$ cat config.mk
export PLATFORM = sky130hd
export DESIGN_NAME = wpcache_top
export DESIGN_NICKNAME = d
export VERILOG_FILES = /design/src/rtl/wpc_pkg.sv /design/src/rtl/wpc_way.sv /design/src/rtl/wpc_pred.sv /design/src/rtl/wpc_ctrl.sv /design/src/rtl/wpcache_top.sv
export SDC_FILE = /design/constraint.sdc
export NUM_CORES = 2
export LEC_CHECK = 0
export BUFFER_PORTS_ARGS = -buffer_cell sky130_fd_sc_hd__buf_2
export CAP_MARGIN = 20
export CORE_MARGIN = 4
export CORE_UTILIZATION = 45
export CTS_CLUSTER_DIAMETER = 30
export DETAILED_ROUTE_END_ITERATION = 8
export MAX_ROUTING_LAYER = met4
export PLACE_DENSITY = 0.7
export RECOVER_POWER = 25
export SKIP_LAST_GASP = 1
export SYNTH_ARGS = -nofsm -noshare
export SYNTH_HDL_FRONTEND = slang
export SYNTH_HIERARCHICAL = 1
export SYNTH_MEMORY_MAX_BITS = 65536
export SYNTH_SLANG_ARGS = --single-unit
$ cat constraint.sdc
create_clock -name clk -period 14.65 [get_ports clk]
set_clock_uncertainty 0.05 [all_clocks]
set_input_delay 2.1975 -clock clk [delete_from_list [all_inputs] [get_ports clk]]
set_output_delay 2.1975 -clock clk [all_outputs]
set_load 0.01 [all_outputs]
$ cat src/rtl/wpc_pkg.sv
// Shared types for the way-predicted cache.
// Assumes: a single outstanding lookup at a time.
package wpc_pkg;
    typedef enum logic [1:0] {
        ST_IDLE = 2'd0,
        ST_SLOW = 2'd1,
        ST_FILL = 2'd2
    } wpc_state_e;
endpackage

$ cat src/rtl/wpc_way.sv
// One way of the cache: valid bits, tags and line storage, read
// combinationally at rd_idx, written with a whole line on wr_en.
// Assumes the caller never writes and reads different sets in a way
// that relies on write-then-read in the same cycle.
module wpc_way #(
    parameter int SETS   = 16,
    parameter int WORDS  = 4,
    parameter int DATA_W = 32,
    parameter int TAG_W  = 10,
    localparam int IDX_W = $clog2(SETS),
    localparam int OFF_W = $clog2(WORDS),
    localparam int LINE_W = WORDS * DATA_W
) (
    input  logic              clk,
    input  logic              rst_n,
    input  logic [IDX_W-1:0]  rd_idx,
    input  logic [TAG_W-1:0]  rd_tag,
    input  logic [OFF_W-1:0]  rd_off,
    output logic              hit,
    output logic              vld,
    output logic [DATA_W-1:0] word,
    input  logic              wr_en,
    input  logic [IDX_W-1:0]  wr_idx,
    input  logic [TAG_W-1:0]  wr_tag,
    input  logic [LINE_W-1:0] wr_line
);
    logic [SETS-1:0]   valid_q;
    logic [TAG_W-1:0]  tag_q  [SETS];
    logic [LINE_W-1:0] line_q [SETS];

    // Valid bits: cleared on reset, set when a line is written.
    always_ff @(posedge clk) begin
        if (!rst_n)
            valid_q <= '0;
        else if (wr_en)
            valid_q[wr_idx] <= 1'b1;
    end

    // Tag and data arrays: written whole-line on refill.
    always_ff @(posedge clk) begin
        if (wr_en) begin
            tag_q[wr_idx]  <= wr_tag;
            line_q[wr_idx] <= wr_line;
        end
    end

    // Read port: validity, tag compare and word select.
    always_comb begin
        vld  = valid_q[rd_idx];
        hit  = vld && (tag_q[rd_idx] == rd_tag);
        word = line_q[rd_idx][rd_off*DATA_W +: DATA_W];
    end
endmodule

$ cat src/rtl/wpc_pred.sv
// Per-set way prediction bits; every set points at way 0 after reset.
// Assumes two ways, so one bit per set.
module wpc_pred #(
    parameter int SETS = 16,
    localparam int IDX_W = $clog2(SETS)
) (
    input  logic             clk,
    input  logic             rst_n,
    input  logic [IDX_W-1:0] idx,
    output logic             pred_way,
    input  logic             we,
    input  logic             wdata
);
    logic [SETS-1:0] bits_q;

    // Prediction storage: reset to way 0, retrained on write.
    always_ff @(posedge clk) begin
        if (!rst_n)
            bits_q <= '0;
        else if (we)
            bits_q[idx] <= wdata;
    end

    // Read of the looked-up set's prediction.
    assign pred_way = bits_q[idx];
endmodule

$ cat src/rtl/wpc_ctrl.sv
// Lookup sequencer: answers fast on a predicted hit, spends one extra
// cycle on an unpredicted hit, and stalls for a refill on a miss.
// Assumes hit[0] and hit[1] are never both high.
module wpc_ctrl #(
    parameter int ADDR_W = 16,
    parameter int WORDS  = 4,
    parameter int DATA_W = 32,
    localparam int OFF_W = $clog2(WORDS)
) (
    input  logic                   clk,
    input  logic                   rst_n,
    input  logic                   req_valid,
    input  logic [ADDR_W-1:0]      req_addr,
    output logic                   req_ready,
    output logic [ADDR_W-1:0]      cap_addr,
    output logic                   look_cap,
    input  logic [1:0]             hit,
    input  logic [1:0]             vld,
    input  logic                   pred_way,
    input  logic [DATA_W-1:0]      fast_word,
    input  logic [DATA_W-1:0]      alt_word,
    output logic                   pred_we,
    output logic                   pred_wdata,
    output logic                   fill_we,
    output logic                   fill_way,
    input  logic                   refill_valid,
    output logic                   refill_req,
    output logic [ADDR_W-OFF_W-1:0] refill_addr,
    output logic                   rsp_valid,
    output logic                   rsp_hit,
    output logic                   rsp_slow,
    output logic [DATA_W-1:0]      rsp_data
);
    import wpc_pkg::*;

    wpc_state_e        state_q;
    logic [DATA_W-1:0] slow_q;
    logic              acc, alt_way, fast_hit, alt_hit;

    // Decode of the current lookup and refill decisions.
    always_comb begin
        alt_way    = ~pred_way;
        acc        = (state_q == ST_IDLE) && req_valid;
        fast_hit   = hit[pred_way];
        alt_hit    = hit[alt_way];
        req_ready  = (state_q == ST_IDLE);
        look_cap   = (state_q != ST_IDLE);
        refill_req = (state_q == ST_FILL);
        refill_addr = cap_addr[ADDR_W-1:OFF_W];
        fill_we    = (state_q == ST_FILL) && refill_valid;
        if (!vld[0])
            fill_way = 1'b0;
        else if (!vld[1])
            fill_way = 1'b1;
        else
            fill_way = alt_way;
        pred_we    = (acc && !fast_hit && alt_hit) || fill_we;
        pred_wdata = fill_we ? fill_way : alt_way;
    end

    // State, captured address and registered response.
    always_ff @(posedge clk) begin
        if (!rst_n) begin
            state_q   <= ST_IDLE;
            cap_addr  <= '0;
            slow_q    <= '0;
            rsp_valid <= 1'b0;
            rsp_hit   <= 1'b0;
            rsp_slow  <= 1'b0;
            rsp_data  <= '0;
        end else begin
            rsp_valid <= 1'b0;
            rsp_hit   <= 1'b0;
            rsp_slow  <= 1'b0;
            rsp_data  <= '0;
            unique case (state_q)
                ST_IDLE: if (acc) begin
                    cap_addr <= req_addr;
                    if (fast_hit) begin
                        rsp_valid <= 1'b1;
                        rsp_hit   <= 1'b1;
                        rsp_data  <= fast_word;
                    end else if (alt_hit) begin
                        slow_q  <= alt_word;
                        state_q <= ST_SLOW;
                    end else begin
                        rsp_valid <= 1'b1;
                        state_q   <= ST_FILL;
                    end
                end
                ST_SLOW: begin
                    rsp_valid <= 1'b1;
                    rsp_hit   <= 1'b1;
                    rsp_slow  <= 1'b1;
                    rsp_data  <= slow_q;
                    state_q   <= ST_IDLE;
                end
                ST_FILL: if (refill_valid) state_q <= ST_IDLE;
                default: state_q <= ST_IDLE;
            endcase
        end
    end
endmodule

$ cat src/rtl/wpcache_top.sv
// Two-way read cache with per-set way prediction. The output word is
// selected by the stored prediction in parallel with the tag compare.
// Assumes the refill port delivers the line named by refill_addr.
module wpcache_top #(
    parameter int ADDR_W = 16,
    parameter int SETS   = 16,
    parameter int WORDS  = 4,
    parameter int DATA_W = 32,
    localparam int IDX_W  = $clog2(SETS),
    localparam int OFF_W  = $clog2(WORDS),
    localparam int TAG_W  = ADDR_W - IDX_W - OFF_W,
    localparam int LINE_W = WORDS * DATA_W
) (
    input  logic                    clk,
    input  logic                    rst_n,
    input  logic                    req_valid,
    input  logic [ADDR_W-1:0]       req_addr,
    output logic                    req_ready,
    output logic                    rsp_valid,
    output logic                    rsp_hit,
    output logic                    rsp_slow,
    output logic [DATA_W-1:0]       rsp_data,
    output logic                    refill_req,
    output logic [ADDR_W-OFF_W-1:0] refill_addr,
    input  logic                    refill_valid,
    input  logic [LINE_W-1:0]       refill_data
);
    logic [ADDR_W-1:0] cap_addr, look_addr;
    logic              look_cap;
    logic [IDX_W-1:0]  idx;
    logic [TAG_W-1:0]  tag;
    logic [OFF_W-1:0]  off;
    logic [1:0]        hit, vld;
    logic [DATA_W-1:0] word [2];
    logic              pred_way, pred_we, pred_wdata, fill_we, fill_way;
    logic [DATA_W-1:0] fast_word, alt_word;

    // Address split: word offset low, set index next, tag on top.
    always_comb begin
        look_addr = look_cap ? cap_addr : req_addr;
        off = look_addr[OFF_W-1:0];
        idx = look_addr[OFF_W +: IDX_W];
        tag = look_addr[ADDR_W-1 -: TAG_W];
    end

    for (genvar g = 0; g < 2; g++) begin : g_way
        wpc_way #(.SETS(SETS), .WORDS(WORDS), .DATA_W(DATA_W), .TAG_W(TAG_W)) u_way (
            .clk(clk), .rst_n(rst_n),
            .rd_idx(idx), .rd_tag(tag), .rd_off(off),
            .hit(hit[g]), .vld(vld[g]), .word(word[g]),
            .wr_en(fill_we && (fill_way == g[0])),
            .wr_idx(idx), .wr_tag(tag), .wr_line(refill_data)
        );
    end

    wpc_pred #(.SETS(SETS)) u_pred (
        .clk(clk), .rst_n(rst_n), .idx(idx), .pred_way(pred_way),
        .we(pred_we), .wdata(pred_wdata)
    );

    // Data steering by prediction, independent of the tag compare.
    always_comb begin
        fast_word = word[pred_way];
        alt_word  = word[~pred_way];
    end

    wpc_ctrl #(.ADDR_W(ADDR_W), .WORDS(WORDS), .DATA_W(DATA_W)) u_ctrl (
        .clk(clk), .rst_n(rst_n),
        .req_valid(req_valid), .req_addr(req_addr), .req_ready(req_ready),
        .cap_addr(cap_addr), .look_cap(look_cap),
        .hit(hit), .vld(vld), .pred_way(pred_way),
        .fast_word(fast_word), .alt_word(alt_word),
        .pred_we(pred_we), .pred_wdata(pred_wdata),
        .fill_we(fill_we), .fill_way(fill_way),
        .refill_valid(refill_valid), .refill_req(refill_req),
        .refill_addr(refill_addr),
        .rsp_valid(rsp_valid), .rsp_hit(rsp_hit), .rsp_slow(rsp_slow),
        .rsp_data(rsp_data)
    );
endmodule

# Word-level counts from Yosys, hierarchy flattened
# Memories as Yosys holds them, arrays and structs flattened.
# Index checks and enable logic that the tools add are counted.
[word_totals] input_bits=148 word_cells=95 reg_bits=133 output_inout_bits=51 ramBits=4416 mem_count=4
[op_classes] n_lt_le_gt_ge=6 shifts=2 reduce_logical=16 bitwise_logic=7 eq_ne=7 n_mux=43
[mem_list] memory="g_way[0].u_way.line_q" depth=16 word_bits=128 read_ports=1 rd_clocked_by_memory_dff=0 wr=1 line_no="wpc_way.sv:29" text="logic [LINE_W-1:0] line_q [SETS];"
[mem_list] memory="g_way[1].u_way.line_q" depth=16 word_bits=128 read_ports=1 rd_clocked_by_memory_dff=0 wr=1 line_no="wpc_way.sv:29"
[mem_list] memory="g_way[0].u_way.tag_q" depth=16 word_bits=10 read_ports=1 rd_clocked_by_memory_dff=0 wr=1 line_no="wpc_way.sv:28" text="logic [TAG_W-1:0] tag_q [SETS];"
[mem_list] memory="g_way[1].u_way.tag_q" depth=16 word_bits=10 read_ports=1 rd_clocked_by_memory_dff=0 wr=1 line_no="wpc_way.sv:28"
[op_table] operator="$mux 32" count=8
[op_table] operator="$shiftx 128x8->32" count=2
[op_table] operator="$pmux 32 s2" count=1
[op_table] operator="$or 16x16->16" count=2
[op_table] operator="$mux 1" count=21
[op_table] operator="$eq 10x10->1" count=2
[op_table] operator="$bwmux 16" count=1
[op_table] operator="$mux 16" count=1
[op_table] operator="$bmux 1 s4" count=3
[op_table] operator="$logic_and 1x1->1" count=9
[op_table] operator="$mux 2" count=4
[op_table] operator="$lt 4x5->1 const B" count=1
[op_table] operator="$demux 1 s4" count=1
[op_table] operator="$ge 2x2->1 const B" count=2
[op_table] operator="$ge 4x1->1 const B" count=1
[op_table] operator="$lt 1x2->1 const B" count=2
[op_table] operator="$ne 2x1->1 const B" count=2
[op_table] operator="$not 1->2" count=2
[op_table] operator="$pmux 1 s2" count=2
[op_table] operator="$pmux 2 s2" count=1
[op_table] operator="$reduce_and 4->1" count=1
[op_table] operator="$not 1->1" count=3
[op_table] operator="$reduce_and 3->1" count=1
[op_table] operator="$eq 2x1->1 const B" count=1
[op_table] operator="7 further kinds" count=7

# Longest topological paths before layout
[depth] word_depth=11 ltp_mapped=21 mapped_depth_nobuf=15

# Cells and area by module
# The synthesis kept the hierarchy.
[modules_own_cells] module="wpc_way (g_way[1].u_way)" area_each_um2=84533.6 n_inst=1 cells_each=3290
[modules_own_cells] module="wpc_way (g_way[0].u_way)" area_each_um2=84340.9 n_inst=1 cells_each=3227
[modules_own_cells] module="wpc_ctrl" area_each_um2=3201.8 n_inst=1 cells_each=321
[modules_own_cells] module="wpcache_top" area_each_um2=1315.0 n_inst=1 cells_each=91
[modules_own_cells] module="wpc_pred" area_each_um2=825.8 n_inst=1 cells_each=95

# Least setup slack after synthesis
# Ideal clock, no wire load.
[synth_timing] kind="input to register" startpoint="input port req_addr[2]" endpoint="memory g_way[0].u_way/line_q[0][0] (netlist name), enable pin" t_required_ns=13.793 path_slack_ns=-0.574 path_stages=11 setup_time_ns=0.807 t_arrival_ns=14.367 path_cell_list="mux2_2 clkbuf_1 buf_6 buf_2 buf_2 mux4_2 mux4_2 a21boi_1 nor2b_1 or3b_2 nor3_1"
[synth_via] word_cells_on_any_way=14 cone_classes="mux: 11; bitwise: 2; reduce/logical: 1"
[synth_lines] item="start: declaration" line_no="wpcache_top.sv:17" text="input logic [ADDR_W-1:0] req_addr,"
[synth_lines] item="$mux 16" line_no="wpcache_top.sv:40" text="look_addr = look_cap ? cap_addr : req_addr;"
[synth_lines] item="$bmux 1 s4" line_no="wpc_way.sv:49" text="vld = valid_q[rd_idx];"
[synth_lines] item="$mux 1 (implied by the code)" line_no="wpc_way.sv:49"
[synth_lines] item="named net vld[0]" line_no="wpcache_top.sv:33" text="logic [1:0] hit, vld;"
[synth_lines] item="$mux 1" line_no="wpc_ctrl.sv:51" text="if (!vld[0])"
[synth_lines] item="named net fill_way" line_no="wpcache_top.sv:35" text="logic pred_way, pred_we, pred_wdata, fill_we, fill_way;"
[synth_lines] item="$not 1->1" line_no="wpcache_top.sv:51" text=".wr_en(fill_we && (fill_way == g[0])),"
[synth_lines] item="$logic_and 1x1->1" line_no="wpcache_top.sv:51"
[synth_lines] item="$mux 1" line_no="wpc_way.sv:41" text="if (wr_en) begin"
[synth_lines] item="$mux 1 (implied by the code)" line_no="wpc_way.sv:43" text="line_q[wr_idx] <= wr_line;"
[synth_lines] item="end: declaration" line_no="wpc_way.sv:29"
# The timed path passes the listed nets, and every way through them passes these cells. The select of a mux whose other input is x is not followed.

==> run_results.csv <==
group,metric,value,unit
clock_tree,insertion_delay,1.07,ns
clock_tree,cts_resized,0,
grt,first_global_vias,86000,
clock_tree,cts_buffers,762,
final_layout,layout-drive-gt1-share,0.369,
place,dp_hpwl,224000,um
routing,vias,82600,
critical_path,path_cells,"buf_2 -> mux2_8 -> buf_4 -> buf_4 -> buf_4 -> buf_4 -> mux4_2 -> mux4_2 -> mux4_2 -> mux2_4 -> a22o_1",
worst_hold_path,hold_path_startpoint,"u_ctrl/slow_q[19]$_SDFFE_PN0P_",
floorplanning,die_area,0.397,mm^2
final_layout,fin_cells,13600,
grt,use_met1,0.300,
final_layout,final_common_cell,"edfxtp_1",
clock_tree,cts_setup_buffers,0,
yosys,syn_area_per_cell,24.8,um^2
clock_tree,cts.path.max_buffers,4,
yosys,ys_ff_latch,4549,
routing,drt_iter0_markers,11300,
outcome,status,"finished, violations left",
critical_path,cp-startpoint,"req_addr[3]",
timing,rsz0062_at_grt,"false",
yosys,synth_cell_type_count,64,
critical_path,crit_path_top_delay_cell,"buf_4",
timing,hold_viol_final,0,
critical_path,critPathCaptureType,"flop",
final_layout,syn_to_final_growth,19.6,%
clock_tree,cts.sinks,4549,
final_layout,mostFrequentLayoutCells,"edfxtp_1 (4416), mux4_2 (1413), clkbuf_16 (768)",
clock_tree,cts_hold_buf,0,
routing,firstDrtPassIters,8,
yosys,synth_ff_type,"edfxtp_1",
timing,worst_slack,6.80,ns
critical_path,reg2reg_slack,6.87,ns
place,place_worst_setup_slack,5.73,ns
grt,grt_overflow_total,0,
clock_tree,clkTransAtPathRegs,0.05,ns
clock_tree,htree_levels,6,
clock_tree,cts-root-buf,"clkbuf_16",
timing,worst_pin_slew,1.61,ns
pwr,peakVddDrop,0.000123,V
critical_path,cp.arrival,8.74,ns
grt,busiest_layer,"met2",
timing,finalCritPeriodShare,0.536,
yosys,synth-edff-count,4416,
critical_path,path_class,"input port to flop",
critical_path,cp_max_fo,99,
grt,antenna_found_initial,72,
timing,fmax,127,MHz
critical_path,reg2reg_depth,13,
timing,slew_headroom,-0.0708,
critical_path,cp-start-kind,"input port",
critical_path,crit-reg2reg-capture,"u_ctrl/rsp_data[19]$_SDFF_PN0_",
routing,wl,438000,um
routing,avgViaCountPerCell,6.06,
floorplanning,row_count,228,
floorplanning,die_width,630,um
floorplanning,die_h,630,um
run,maxCapViolations,29,
place,place.gp.congestion,0.789,
grt,grt_max_degree,151,
critical_path,cpMostUsedCell,"buf_4",
floorplanning,start_util,0.452,
final_layout,n_fill_cell,27900,
place,place_inst,12200,
place,port_buffers,198,
timing,slew_viol_final,786,
yosys,ys_seq_area_frac,0.776,
timing,setup_violations,0,
clock_tree,cts_tree,"built",
grt,track_usage,0.225,
routing,drtAntennaViolNets,0,
routing,drcViolationCount,0,
routing,drt-wirelength-per-cell,32.1,um
floorplanning,pin_count,199,
yosys,synth_fp_nets,7172,
critical_path,rr_startpoint,"u_ctrl/state_q[1]$_SDFFE_PN0P_",
yosys,async_flop_share,0,
critical_path,cpPeakStageDelay,0.89,ns
timing,post-route-min-period,7.85,ns
final_layout,layout.nets,7901,
worst_hold_path,hold_path_class,"flop to flop",
pwr,powerDensity,165,mW/mm^2
pwr,leakage,65.7,nW
grt,use_met3,0.0427,
yosys,synth_area,0.174,mm^2
yosys,yosys_warnings,6,
critical_path,worstPathRequired,15.55,ns
yosys,syn_inst,7024,
timing,setup_tns,0,ns
critical_path,crit_end,"u_ctrl/rsp_data[19]$_SDFF_PN0_",
grt,grt_pass1_wl,635000,um
grt,grtUsageMet2,0.359,
outcome,violations,"capacitance limit, slew limit",
floorplanning,core,0.386,mm^2
[final cells by class]
type,instances,area (um^2),area share
Inverter,10,37.5,0.000180
Sequential cell,4549,135000,0.649
Antenna cell,42,105,0.000505
Timing Repair Buffer,357,2430,0.0117
Tap cell,5175,6470,0.0311
Clock inverter,571,7030,0.0338
Multi-Input combinational cell,2073,37200,0.179
Clock buffer,856,19700,0.0947
[through the flow]
stage | power, mW | util | hold slack [ns] | area [um^2]
CTS | 34.6 | 0.540 | 0.408 | 208000
detailed placement | 16.5 | 0.471 | 0.400 | 181000
floorplan | 15.9 | - | 0.382 | 174000
global route | 35.4 | 0.540 | 0.422 | 208000
finish | 34.4 | 0.540 | 0.408 | 208000
global placement | 16.5 | 0.471 | 0.392 | 181000
[per-layer routing]
metal / wire [um] / vias to the layer above
met3: 40700 / 737
li1: - / 32300
met4: 10500 / 0
met5: 0 / -
met2: 220000 / 4783
met1: 167000 / 44800
[state kept, by name, summed over array words and instances (netlist names)]
name	count
u_pred/bits_q	16
u_ctrl/rsp_data	32
u_ctrl/state_q	2
u_ctrl/rsp_slow	1
u_ctrl/cap_addr	16
g_way.u_way/tag_q	320
u_ctrl/rsp_hit	1
g_way.u_way/line_q	4096
g_way.u_way/valid_q	32
u_ctrl/slow_q	32
u_ctrl/rsp_valid	1
[cells by family (layout without fill, tap and decap cells)]
| kind of cell | count (synthesis) | count (layout) | share of synthesized area |
|---|---|---|---|
| simple gates | 267 | 267 | 0.00733 |
| other cells | 0 | 42 | 0 |
| mux | 1596 | 1596 | 0.195 |
| compound gates | 194 | 194 | 0.00793 |
| buf+inv | 402 | 1794 | 0.0122 |
| flops | 4549 | 4549 | 0.776 |
| xor+xnor | 16 | 16 | 0.000804 |
[worst min path at each step]
stage                                                          to  slack (ns)  depth (start not counted)
after floorplan                   u_ctrl/cap_addr[0]$_SDFFE_PN0P_        0.38                          2
after global placement     g_way[1].u_way/valid_q[1]$_SDFFE_PN0P_        0.39                          1
after detailed placement  g_way[1].u_way/valid_q[10]$_SDFFE_PN0P_        0.40                          1
after CTS                          u_ctrl/rsp_data[24]$_SDFF_PN0_        0.41                          1
after global routing               u_ctrl/slow_q[18]$_SDFFE_PN0P_        0.42                          2
final                              u_ctrl/slow_q[19]$_SDFFE_PN0P_        0.41                          2
[power by group]
group          total, mW  internal, mW  switching [mW]  leakage [nW]
clock               18.2          11.6            6.60          12.8
sequential          14.4          14.3          0.0111          40.8
combinational       1.90         0.857            1.04          12.1
total               34.4          26.8            7.65          65.7
[critical path, delay by kind of cell]
kind,cells,cell delay [ns]
buf+inv,5,3.50
compound gates,1,0.20
mux,5,2.55
[cell usage after synthesis, drive strengths merged, types with 32 or more instances]
| cell type | n | area, um^2 |
|---|---|---|
| mux4 | 1414 | 31800 |
| nand2 | 125 | 469 |
| mux2 | 91 | 1270 |
| buf | 241 | 1510 |
| nor2 | 41 | 154 |
| dfxtp | 133 | 2660 |
| mux2i | 91 | 911 |
| edfxtp | 4416 | 133000 |
| a22o | 35 | 307 |
| clkbuf | 151 | 567 |
| o21ai | 32 | 160 |
| o21a | 35 | 263 |
No activity file was read; power rests on OpenSTA's default activity.
